**src/rtl/dmach_pkg.sv**
```systemverilog
package dmach_pkg;

    localparam int WORD_W     = 32;
    localparam int DESC_WORDS = 4;
    localparam int IDX_W      = $clog2(DESC_WORDS);
    localparam int CNT_W      = 11;
    localparam int WID_LSB    = 12;
    localparam logic [CNT_W-1:0] CNT_MAX_NARROW = CNT_W'(11'h3FF);

    typedef enum logic [1:0] {
        MODE_OFF    = 2'd0,
        MODE_CHAIN  = 2'd1,
        MODE_SINGLE = 2'd2,
        MODE_RSVD   = 2'd3
    } mode_e;

    typedef enum logic [1:0] {
        WID_B4  = 2'd0,
        WID_BAD = 2'd1,
        WID_B2  = 2'd2,
        WID_B1  = 2'd3
    } width_e;

    typedef enum logic [2:0] {
        F_IDLE, F_FETCH, F_CHECK, F_WAIT, F_READ, F_WRITE, F_END
    } fsm_e;

    typedef struct packed {
        logic [WORD_W-1:0] dev;
        logic [WORD_W-1:0] mem;
        logic [WORD_W-1:0] size;
        logic [WORD_W-1:0] next;
    } desc_t;

    function automatic logic [2:0] elem_bytes(input width_e w);
        case (w)
            WID_B1:  return 3'd1;
            WID_B2:  return 3'd2;
            default: return 3'd4;
        endcase
    endfunction

    function automatic logic [1:0] pub_state(input fsm_e s);
        case (s)
            F_IDLE:           return 2'd0;
            F_FETCH, F_CHECK: return 2'd1;
            F_WAIT:           return 2'd2;
            default:          return 2'd3;
        endcase
    endfunction

endpackage

```
**src/rtl/dmach_desc_check.sv**
```systemverilog
module dmach_desc_check
    import dmach_pkg::*;
(
    input  logic [WORD_W-1:0] size_w,
    output logic              bad,
    output logic              empty,
    output logic [2:0]        bytes
);
    width_e            wid;
    logic [CNT_W-1:0]  cnt;
    logic              unused_size;

    assign wid         = width_e'(size_w[WID_LSB +: 2]);
    assign cnt         = size_w[CNT_W-1:0];
    assign unused_size = ^{size_w[WORD_W-1:WID_LSB+2], size_w[WID_LSB-1:CNT_W]};

    always_comb begin
        case (wid)
            WID_B1, WID_B2: bad = (cnt > CNT_MAX_NARROW);
            // the count field is only as wide as the 4-byte limit
            WID_B4:         bad = 1'b0;
            default:        bad = 1'b1;
        endcase
    end

    assign empty = (cnt == '0);
    assign bytes = elem_bytes(wid);

endmodule

```
**src/rtl/dmach_desc_store.sv**
```systemverilog
module dmach_desc_store
    import dmach_pkg::*;
(
    input  logic              clk,
    input  logic              rst,
    input  logic              load_regs,
    input  desc_t             regs_in,
    input  logic              fetch_we,
    input  logic [IDX_W-1:0]  fetch_idx,
    input  logic [WORD_W-1:0] fetch_data,
    input  logic              step,
    input  logic [2:0]        step_bytes,
    output desc_t             cur,
    output logic [CNT_W-1:0]  remaining
);
    localparam int W_DEV  = 0;
    localparam int W_MEM  = 1;
    localparam int W_SIZE = 2;
    localparam int W_NEXT = 3;

    logic [WORD_W-1:0] words   [DESC_WORDS];
    logic [WORD_W-1:0] reg_arr [DESC_WORDS];

    assign reg_arr[W_DEV]  = regs_in.dev;
    assign reg_arr[W_MEM]  = regs_in.mem;
    assign reg_arr[W_SIZE] = regs_in.size;
    assign reg_arr[W_NEXT] = regs_in.next;

    always_ff @(posedge clk) begin
        if (rst) begin
            for (int w = 0; w < DESC_WORDS; w++) words[w] <= '0;
            remaining <= '0;
        end else begin
            for (int w = 0; w < DESC_WORDS; w++) begin
                if (load_regs)
                    words[w] <= reg_arr[w];
                else if (fetch_we && fetch_idx == IDX_W'(w))
                    words[w] <= fetch_data;
                else if (step && w == W_MEM)
                    words[w] <= words[w] + WORD_W'(step_bytes);
            end
            if (load_regs)
                remaining <= regs_in.size[CNT_W-1:0];
            else if (fetch_we && fetch_idx == IDX_W'(W_SIZE))
                remaining <= fetch_data[CNT_W-1:0];
            else if (step)
                remaining <= remaining - CNT_W'(1);
        end
    end

    assign cur = '{dev: words[W_DEV], mem: words[W_MEM],
                   size: words[W_SIZE], next: words[W_NEXT]};

endmodule

```
**src/rtl/dmach_bus_mux.sv**
```systemverilog
module dmach_bus_mux
    import dmach_pkg::*;
(
    input  fsm_e              st,
    input  logic [WORD_W-1:0] ptr,
    input  logic [IDX_W-1:0]  idx,
    input  logic [WORD_W-1:0] cur_dev,
    input  logic [WORD_W-1:0] cur_mem,
    input  logic              to_dev,
    input  logic [WORD_W-1:0] xfer,
    output logic              m_req,
    output logic              m_we,
    output logic [WORD_W-1:0] m_addr,
    output logic [WORD_W-1:0] m_wdata
);
    always_comb begin
        m_req   = 1'b0;
        m_we    = 1'b0;
        m_addr  = '0;
        m_wdata = '0;
        case (st)
            F_FETCH: begin
                m_req  = 1'b1;
                m_addr = ptr + WORD_W'({idx, 2'b00});
            end
            F_READ: begin
                m_req  = 1'b1;
                m_addr = to_dev ? cur_mem : cur_dev;
            end
            F_WRITE: begin
                m_req   = 1'b1;
                m_we    = 1'b1;
                m_addr  = to_dev ? cur_dev : cur_mem;
                m_wdata = xfer;
            end
            default: ;
        endcase
    end
endmodule

```
**src/rtl/dmach_engine.sv**
```systemverilog
module dmach_engine
    import dmach_pkg::*;
(
    input  logic              clk,
    input  logic              rst,
    input  logic [1:0]        cfg_mode,
    input  logic              cfg_to_dev,
    input  logic              start,
    input  logic [WORD_W-1:0] reg_dev_addr,
    input  logic [WORD_W-1:0] reg_mem_addr,
    input  logic [WORD_W-1:0] reg_size,
    input  logic [WORD_W-1:0] reg_next,
    input  logic              dreq,
    output logic              m_req,
    output logic              m_we,
    output logic [WORD_W-1:0] m_addr,
    output logic [WORD_W-1:0] m_wdata,
    input  logic              m_ack,
    input  logic [WORD_W-1:0] m_rdata,
    output logic [1:0]        state_o,
    output logic              done_o,
    output logic              err_o
);
    fsm_e              st;
    mode_e             mode;
    logic              run_ok;
    logic [WORD_W-1:0] ptr;
    logic [IDX_W-1:0]  idx;
    logic [WORD_W-1:0] xfer;
    desc_t             regs_in;
    desc_t             cur;
    logic [CNT_W-1:0]  remaining;
    logic              bad, empty;
    logic [2:0]        bytes;
    logic              load_regs, fetch_we, step;

    assign mode   = mode_e'(cfg_mode);
    assign run_ok = (mode == MODE_CHAIN) || (mode == MODE_SINGLE);

    assign regs_in = '{dev: reg_dev_addr, mem: reg_mem_addr,
                       size: reg_size, next: reg_next};

    assign load_regs = (st == F_IDLE) && start && (mode == MODE_SINGLE);
    assign fetch_we  = (st == F_FETCH) && m_ack;
    assign step      = (st == F_WRITE) && m_ack;

    dmach_desc_store u_store (
        .clk(clk), .rst(rst),
        .load_regs(load_regs), .regs_in(regs_in),
        .fetch_we(fetch_we), .fetch_idx(idx), .fetch_data(m_rdata),
        .step(step), .step_bytes(bytes),
        .cur(cur), .remaining(remaining)
    );

    dmach_desc_check u_check (
        .size_w(cur.size), .bad(bad), .empty(empty), .bytes(bytes)
    );

    dmach_bus_mux u_mux (
        .st(st), .ptr(ptr), .idx(idx),
        .cur_dev(cur.dev), .cur_mem(cur.mem),
        .to_dev(cfg_to_dev), .xfer(xfer),
        .m_req(m_req), .m_we(m_we), .m_addr(m_addr), .m_wdata(m_wdata)
    );

    always_ff @(posedge clk) begin
        if (rst) begin
            st   <= F_IDLE;
            ptr  <= '0;
            idx  <= '0;
            xfer <= '0;
        end else begin
            case (st)
                F_IDLE: if (start && run_ok) begin
                    if (mode == MODE_SINGLE) begin
                        st <= F_CHECK;
                    end else begin
                        ptr <= {reg_next[WORD_W-1:2], 2'b00};
                        idx <= '0;
                        st  <= F_FETCH;
                    end
                end
                F_FETCH: if (m_ack) begin
                    idx <= idx + IDX_W'(1);
                    if (idx == IDX_W'(DESC_WORDS - 1)) st <= F_CHECK;
                end
                F_CHECK: begin
                    if (bad)        st <= F_IDLE;
                    else if (empty) st <= F_END;
                    else            st <= F_WAIT;
                end
                F_WAIT: begin
                    if (!run_ok)   st <= F_IDLE;
                    else if (dreq) st <= F_READ;
                end
                F_READ: if (m_ack) begin
                    xfer <= m_rdata;
                    st   <= F_WRITE;
                end
                F_WRITE: if (m_ack) begin
                    if (remaining == CNT_W'(1)) st <= F_END;
                    else if (!run_ok)           st <= F_IDLE;
                    else                        st <= F_WAIT;
                end
                F_END: begin
                    if (cur.next[1] && mode == MODE_CHAIN) begin
                        ptr <= {cur.next[WORD_W-1:2], 2'b00};
                        idx <= '0;
                        st  <= F_FETCH;
                    end else begin
                        st <= F_IDLE;
                    end
                end
                default: st <= F_IDLE;
            endcase
        end
    end

    assign state_o = pub_state(st);
    assign err_o   = (st == F_CHECK) && bad;
    assign done_o  = err_o || ((st == F_END) && cur.next[0]);

endmodule

```
**config.mk**
```make
export PLATFORM = sky130hd
export DESIGN_NAME = dmach_engine
export DESIGN_NICKNAME = d
export VERILOG_FILES = /design/src/rtl/dmach_pkg.sv /design/src/rtl/dmach_desc_check.sv /design/src/rtl/dmach_desc_store.sv /design/src/rtl/dmach_bus_mux.sv /design/src/rtl/dmach_engine.sv
export SDC_FILE = /design/constraint.sdc
export NUM_CORES = 1
export LEC_CHECK = 0
export ABC_AREA = 1
export BUFFER_PORTS_ARGS = -buffer_cell sky130_fd_sc_hd__buf_2
export CORE_MARGIN = 2
export CORE_UTILIZATION = 55
export DETAILED_ROUTE_END_ITERATION = 6
export GPL_ROUTABILITY_DRIVEN = 0
export PLACE_DENSITY_LB_ADDON = 0.15
export SETUP_SLACK_MARGIN = 0.2
export SYNTH_ARGS = -nofsm -noshare
export SYNTH_HDL_FRONTEND = slang
export SYNTH_SLANG_ARGS = --single-unit
export TNS_END_PERCENT = 30
```
**constraint.sdc**
```tcl
create_clock -name clk -period 3.1 [get_ports clk]
set_input_delay 0.62 -clock clk [delete_from_list [all_inputs] [get_ports clk]]
set_output_delay 0.62 -clock clk [all_outputs]
set_load 0.02 [all_outputs]
```
==> out/results.txt, run 1 <==
Initial antenna violation count: 1
Post-synthesis sequential area ratio: 40.6%
Avg Cell Area, Syn: 6.86 um2
Crit share post-route: 97.9%
# rows: 53
Fin area: 14100 um2
Drt pass-1 iters: 6
Initial core utilization: 56.3%
YS warnings: 0
Routed Antenna Nets: 0
Worst setup EP type: output pin
Relative slew slack: 33.9%
Buffers and inverters on the worst path: 1
Count leader, synth: nand2_1
Static leakage: 6.19 nW
Hold Fails Final Rpt: 0
Critical-path top delay cell: dfxtp_4
Yosys top cell area share: 27.5%
Area post-placement: 13200 um2
Top_reg_cell synth: edfxtp_1
Core area: 21200 um2
CP most frequent cell: nand2_1
Tot GR Track Use: 36.0%
Post-synth EDFFs: 109
Die span in y: 151 um
Max-slew violation count: 0
Area leader, netlist: edfxtp_1
Drt drc: 0
Clock Skews: 0.00943 ns
Crit path kind: flip-flop to output pin
Worst-Margin Slew: 0.989 ns
Syn Nets: 1920
Layout Cells excl Fill: 2223
Later-pin clock latency in the skew report: 0.44 ns
CP max FO: 5
Via count: 12900
Final setup margin: 0.0658 ns
Num CTS Buffers: 17
Sw Ratio: 30.7%
Die area: 22800 um2
Global-route wire length before repair: 62100 um
Die width: 151 um
RSZ-0062 raised after global routing: yes
Final wirelength: 41300 um
Max Cap Viol: 0
Worst VDD drop: 0.000372 V
CTS tree: yes
Via/cell ratio: 5.81
# hold bufs at CTS: 0
R2R Setup Slk: 0.48 ns
HP Class: input pin to flip-flop
Setup_tns: 0 ns
Top area cells in the synthesized netlist: edfxtp_1 (27%), nand2_1 (15%), dfxtp_1 (13%)
Inst Count DP: 2173
Clock root cell: clkbuf_16
Clock power share: 35.0%
Min Tclk post-route: 3.03 ns
Final setup fails: 0
Post-Synthesis Cell Area: 11900 um2
Pint: 0.00435 W
Fraction of registers with async set/reset: 0%
Switching power: 0.00193 W
Worst EP arrival: 2.41 ns
Slowest stage delay, CP: 0.36 ns
Largest net degree at the start of global routing: 65
Post-synth top cells: nand2_1 (480), o21ai_0 (205), nor2_1 (191)
CTS sink cnt: 187
Routed WL per cell: 18.6 um
CP Cell Sequence: ha_1, nand2_1, nand2_1, nand4_1, nor3_2, nand2_1, nor2_1, o21ai_0, buf_2
FMAX: 0.330 GHz
Seq pwr share: 48.1%
Area Growth Syn to Fin: 18.7%
DP Worst Slack: 0.146 ns
Largest delay share family, worst path: simple AND/OR/NAND/NOR gates
Power per cell area: 444 nW/um2
Nets: 2117
CTS max path bufs: 2
H-Tree Depth: 4
Outcome: finished, final reports clean
Required time worst endpoint: 2.48 ns
Clk pin slew, worst setup/hold paths: 0.07 ns
Pwr Total: 0.00628 W
Dpl hpwl: 30600 um
FF+latch count, synth: 187
Total global routing overflow: 0
Vias in the first global route: 11600
Startpoint Class: flip-flop
I/O pins: 238
Synth Instances: 1737
Layout cell share with drive strength beyond 1: 18.3%
Buffers on Ports: 218
Netlist cell types: 40
Initial DRC Count: 1581
Comb power frac: 16.9%
-- worst min-delay path, delay by kind of cell --
family,cells,cell delay (ns)
compound gates,1,0.06
buf+inv,1,0.08
simple gates,1,0.10
-- power groups by stage --
stage	combinational, W	clock (W)	sequential [W]
CTS	0.00103	0.00221	0.00301
finish	0.00106	0.00220	0.00302
global placement	0.000994	0	0.00305
floorplan	0.000656	0	0.00299
detailed placement	0.00101	0	0.00306
global route	0.00117	0.00230	0.00304
-- metal layers --
metal	share of wire, %	up-vias	global-route usage, %	routed length [um]
li1	-	6119	-	-
met1	39	5814	48.4	16100
met2	44	832	55.1	18000
met3	11	152	6.36	4660
met4	6.1	0	19.9	2530
met5	0	-	0	0
-- kinds of logic (layout without fill, tap and decap cells) --
kind of cell,Yosys count,count (layout),share of synthesized area (%)
buffers and inverters,273,483,9.07
flip-flops,187,187,40.6
other,0,1,0
AO/OA/AOI/OAI,423,423,18.8
AND/OR/NAND/NOR,822,822,28.5
adder cells (fa/ha/maj),15,15,1.70
XOR/XNOR,17,17,1.25
-- path summary, 6_finish.rpt --
check                  startpoint              endpoint  cells past startpoint
min                          dreq                 st[1]                      3
max reg2reg  u_store.words[0][77]  u_store.words[0][58]                     14
min reg2reg              xfer[30]              xfer[30]                      2
max                        idx[1]            m_addr[17]                      9
-- registers in the layout, indices dropped and copies added (netlist names) --
signal             cells
xfer                  32
idx                    2
st                     3
ptr                   30
u_store.remaining     11
u_store.words        109
-- through the flow --
step                utilization [%]  hold slack (ns)
CTS                            66.2            0.452
floorplan                         -            0.430
global route                   66.8            0.453
finish                         66.8            0.456
detailed placement             62.4            0.446
global placement               62.4            0.441
-- area by class of cell --
class,count,area (um2)
diodes,1,2.50
clock buffers,20,489
clock inverters,12,95.1
fillers,1883,7010
inverters,190,719
multi-input cells,1277,6140
flip-flops and latches,187,4840
well taps,275,344
repair buffers,260,1500
repair inverters,1,7.51
-- layout by cell type, fill, tap and decap left out, drive strengths merged --
cell      Yosys  layout
nor4          1       1
o22ai         5       5
inv         188     194
o221ai        3       3
a21oi       168     168
o21ai       209     209
nand3b        6       6
clkinvlp      0       5
a221oi        8       8
fa            2       2
nand4        15      15
and3          1       1
xnor2         5       5
o211ai       25      25
nand3        92      92
diode         0       1
dfxtp        78      78
clkbuf       50      20
buf          33     260
ha           13      13
o2111ai       2       2
or2           5       5
clkinv        2       4
nand2       484     484
nor2        198     198
nor3         18      18
xor2         12      12
nor3b         2       2
edfxtp      109     109
a22oi         3       3
-- repair_timing --
action	4_1_cts	5_1_grt
pin swaps	9	9
hold endpoints to repair	0	0
gates cloned	1	0
setup endpoints to repair	24	32
gates resized for setup	39	29
setup buffers	11	5
Power figures use the tool's default switching activity.
==> run 2: changes to the inputs <==
--- a/config.mk
+++ b/config.mk
@@ -12,6 +12,7 @@
 export DETAILED_ROUTE_END_ITERATION = 6
 export GPL_ROUTABILITY_DRIVEN = 0
 export PLACE_DENSITY_LB_ADDON = 0.15
+export RECOVER_POWER = 100
 export SETUP_SLACK_MARGIN = 0.2
 export SYNTH_ARGS = -nofsm -noshare
 export SYNTH_HDL_FRONTEND = slang
==> out/results.txt, run 2 (synthesized netlist as in run 1, its figures left out) <==
Outcome: finished, final reports clean
Layout Cells excl Fill: 2223 (unchanged)
Drt pass-1 iters: 6 (unchanged)
Worst-Margin Slew: 0.996 ns (+0.00776 ns)
HP Class: flip-flop to flip-flop
R2R Setup Slk: 0.13 ns (-0.35 ns)
Worst VDD drop: 0.000372 V (about the same)
Required time worst endpoint: 2.48 ns (about the same)
Max-slew violation count: 0 (unchanged)
Core area: 21200 um2 (unchanged)
Worst Hold Endpoint: xfer[30]
Final wirelength: 41200 um (about the same)
Slowest stage delay, CP: 0.47 ns (+0.11 ns)
Tot GR Track Use: 36.0% (unchanged)
Largest delay share family, worst path: simple AND/OR/NAND/NOR gates
Seq pwr share: 48.2% (about the same)
H-Tree Depth: 4 (unchanged)
Hold depth: 2 (-1)
Worst EP arrival: 2.44 ns (+0.03 ns)
I/O pins: 238 (unchanged)
Startpoint Class: flip-flop
CTS max path bufs: 2 (unchanged)
DP Worst Slack: 0.146 ns (unchanged)
Die area: 22800 um2 (unchanged)
Crit path kind: flip-flop to output pin
Routed Antenna Nets: 0 (unchanged)
Comb power frac: 16.6% (-0.3 points)
Nets: 2117 (unchanged)
Worst setup EP type: output pin
Crit share post-route: 98.9% (+0.97 points)
Fill count: 1928 (+2.4%)
Buffers and inverters on the worst path: 1 (unchanged)
Min Tclk post-route: 3.06 ns (+0.0302 ns)
Final setup fails: 0 (unchanged)
Via count: 13000 (+0.30%)
Num CTS Buffers: 17 (unchanged)
Reg-to-reg endpoint: u_store.words[0][61]
Initial antenna violation count: 1 (unchanged)
Biggest register: u_store.words
Buffers on Ports: 218 (unchanged)
Routed WL per cell: 18.6 um (about the same)
Layout cell share with drive strength beyond 1: 15.8% (-2.5 points)
Final setup margin: 0.0356 ns (-0.0302 ns)
Inst Count DP: 2173 (unchanged)
Hold Fails Final Rpt: 0 (unchanged)
Drt drc: 0 (unchanged)
Die span in y: 151 um (unchanged)
Static leakage: 5.96 nW (-3.7%)
Vias in the first global route: 11600 (unchanged)
Global-route wire length before repair: 62100 um (unchanged)
Largest net degree at the start of global routing: 65 (unchanged)
Reg-to-reg startpoint: st[2]
Max reg flops: 109 (unchanged)
CP max FO: 6 (+1)
CTS sink cnt: 187 (unchanged)
Max Cap Viol: 0 (unchanged)
# rows: 53 (unchanged)
Area Growth Syn to Fin: 17.6%
Clock power share: 35.2% (+0.2 points)
Later-pin clock latency in the skew report: 0.44 ns (about the same)
Total global routing overflow: 0 (unchanged)
Relative slew slack: 33.3% (-0.52 points)
Initial DRC Count: 1706 (+7.9%)
RSZ-0062 raised after global routing: yes
Critical-path top delay cell: dfxtp_1
Dpl hpwl: 30600 um (unchanged)
Switching power: 0.00193 W (+0.19%)
Sw Ratio: 30.8% (+0.11 points)
CP Cell Sequence: nand2_1, nor3_1, nand2_1, nor2_1, o21ai_0, o21ai_0, buf_2
Most frequent cells in the layout: nand2_1 (475), o21ai_0 (203), nor2_1 (190)
Initial core utilization: 56.3% (unchanged)
FF-to-FF path depth: 10 (-4)
Power per cell area: 447 nW/um2 (+0.78%)
Commonest non-fill, non-tap cell in the layout: nand2_1
CTS tree: yes
Pint: 0.00433 W (-0.33%)
Setup_tns: 0 ns (unchanged)
# hold bufs at CTS: 0 (unchanged)
Die width: 151 um (unchanged)
Via/cell ratio: 5.83 (+0.30%)
Min-delay src: xfer[30]
Clock root cell: clkbuf_16
Clk pin slew, worst setup/hold paths: 0.08 ns (about the same)
Clock Skews: 0.00987 ns (+0.000438 ns)
FMAX: 0.326 GHz (-0.99%)
Largest registers: u_store.words x109, xfer x32, ptr x30
==> run 2: final cells by class <==
class	count	area [um2]	area share, %
Clock inverter	12	95.1	0.679
Timing Repair Buffer	260	1420	10.1
Tap cell	275	344	2.46
Inverter	190	719	5.14
Sequential cell	187	4840	34.6
Timing Repair inverter	1	5.00	0.0357
Antenna cell	1	2.50	0.0179
Clock buffer	20	489	3.49
Multi-Input combinational cell	1277	6090	43.5
==> run 2: power groups by stage <==
stage	Combinational, W	Clock (W)	Sequential (W)
5_1_grt	0.00115	0.00230	0.00304
3_5_place_dp	0.00101	0	0.00306
2_1_floorplan	0.000656	0	0.00299
3_3_place_gp	0.000994	0	0.00305
4_1_cts	0.00103	0.00221	0.00301
6_report	0.00104	0.00221	0.00302
==> run 2: worst max path at each step <==
stage | startpoint | cells after the start | endpoint | slack (ns)
2_1_floorplan | idx[0] | 11 | m_addr[16] | 0.43
3_3_place_gp | ptr[2] | 13 | m_addr[20] | 0.20
3_5_place_dp | ptr[2] | 13 | m_addr[20] | 0.15
4_1_cts | idx[0] | 12 | m_addr[12] | 0.03
5_1_grt | idx[0] | 11 | m_addr[14] | -0.006
6_report | ptr[11] | 7 | m_addr[17] | 0.04
==> run 2: per-stage QoR <==
stage	hold slack, ns	total power (W)	util [%]	area (um2)
after floorplan	0.430	0.00365	-	11900
after global placement	0.441	0.00404	62.4	13200
after detailed placement	0.446	0.00407	62.4	13200
after CTS	0.452	0.00624	66.2	14000
after global routing	0.453	0.00649	66.2	14000
final	0.456	0.00626	66.2	14000
==> run 2: layer usage <==
layer	GRT usage (%)	routed length, um	vias to the layer above
met5	0	0	-
met4	19.9	2560	0
met1	48.4	15900	5818
met2	55.1	18000	865
met3	6.36	4870	148
li1	-	-	6125
==> run 2: what timing repair did <==
action	4_1_cts	5_1_grt
endpoints found under the hold margin	0	0
gates cloned	1	0
gates resized for setup	39	29
pin swaps	9	9
setup buffers	11	5
endpoints found under the setup margin	24	32
==> run 2: worst reg2reg max path, cell delays in order (launching register included) <==
cell	delay, ns
dfxtp_1	0.42
inv_1	0.19
nor2_4	0.15
nand2_4	0.10
clkbuf_2	0.47
nor2_4	0.27
nand2_1	0.17
nand3_4	0.25
inv_1	0.11
nand2_1	0.07
buf_4	0.42
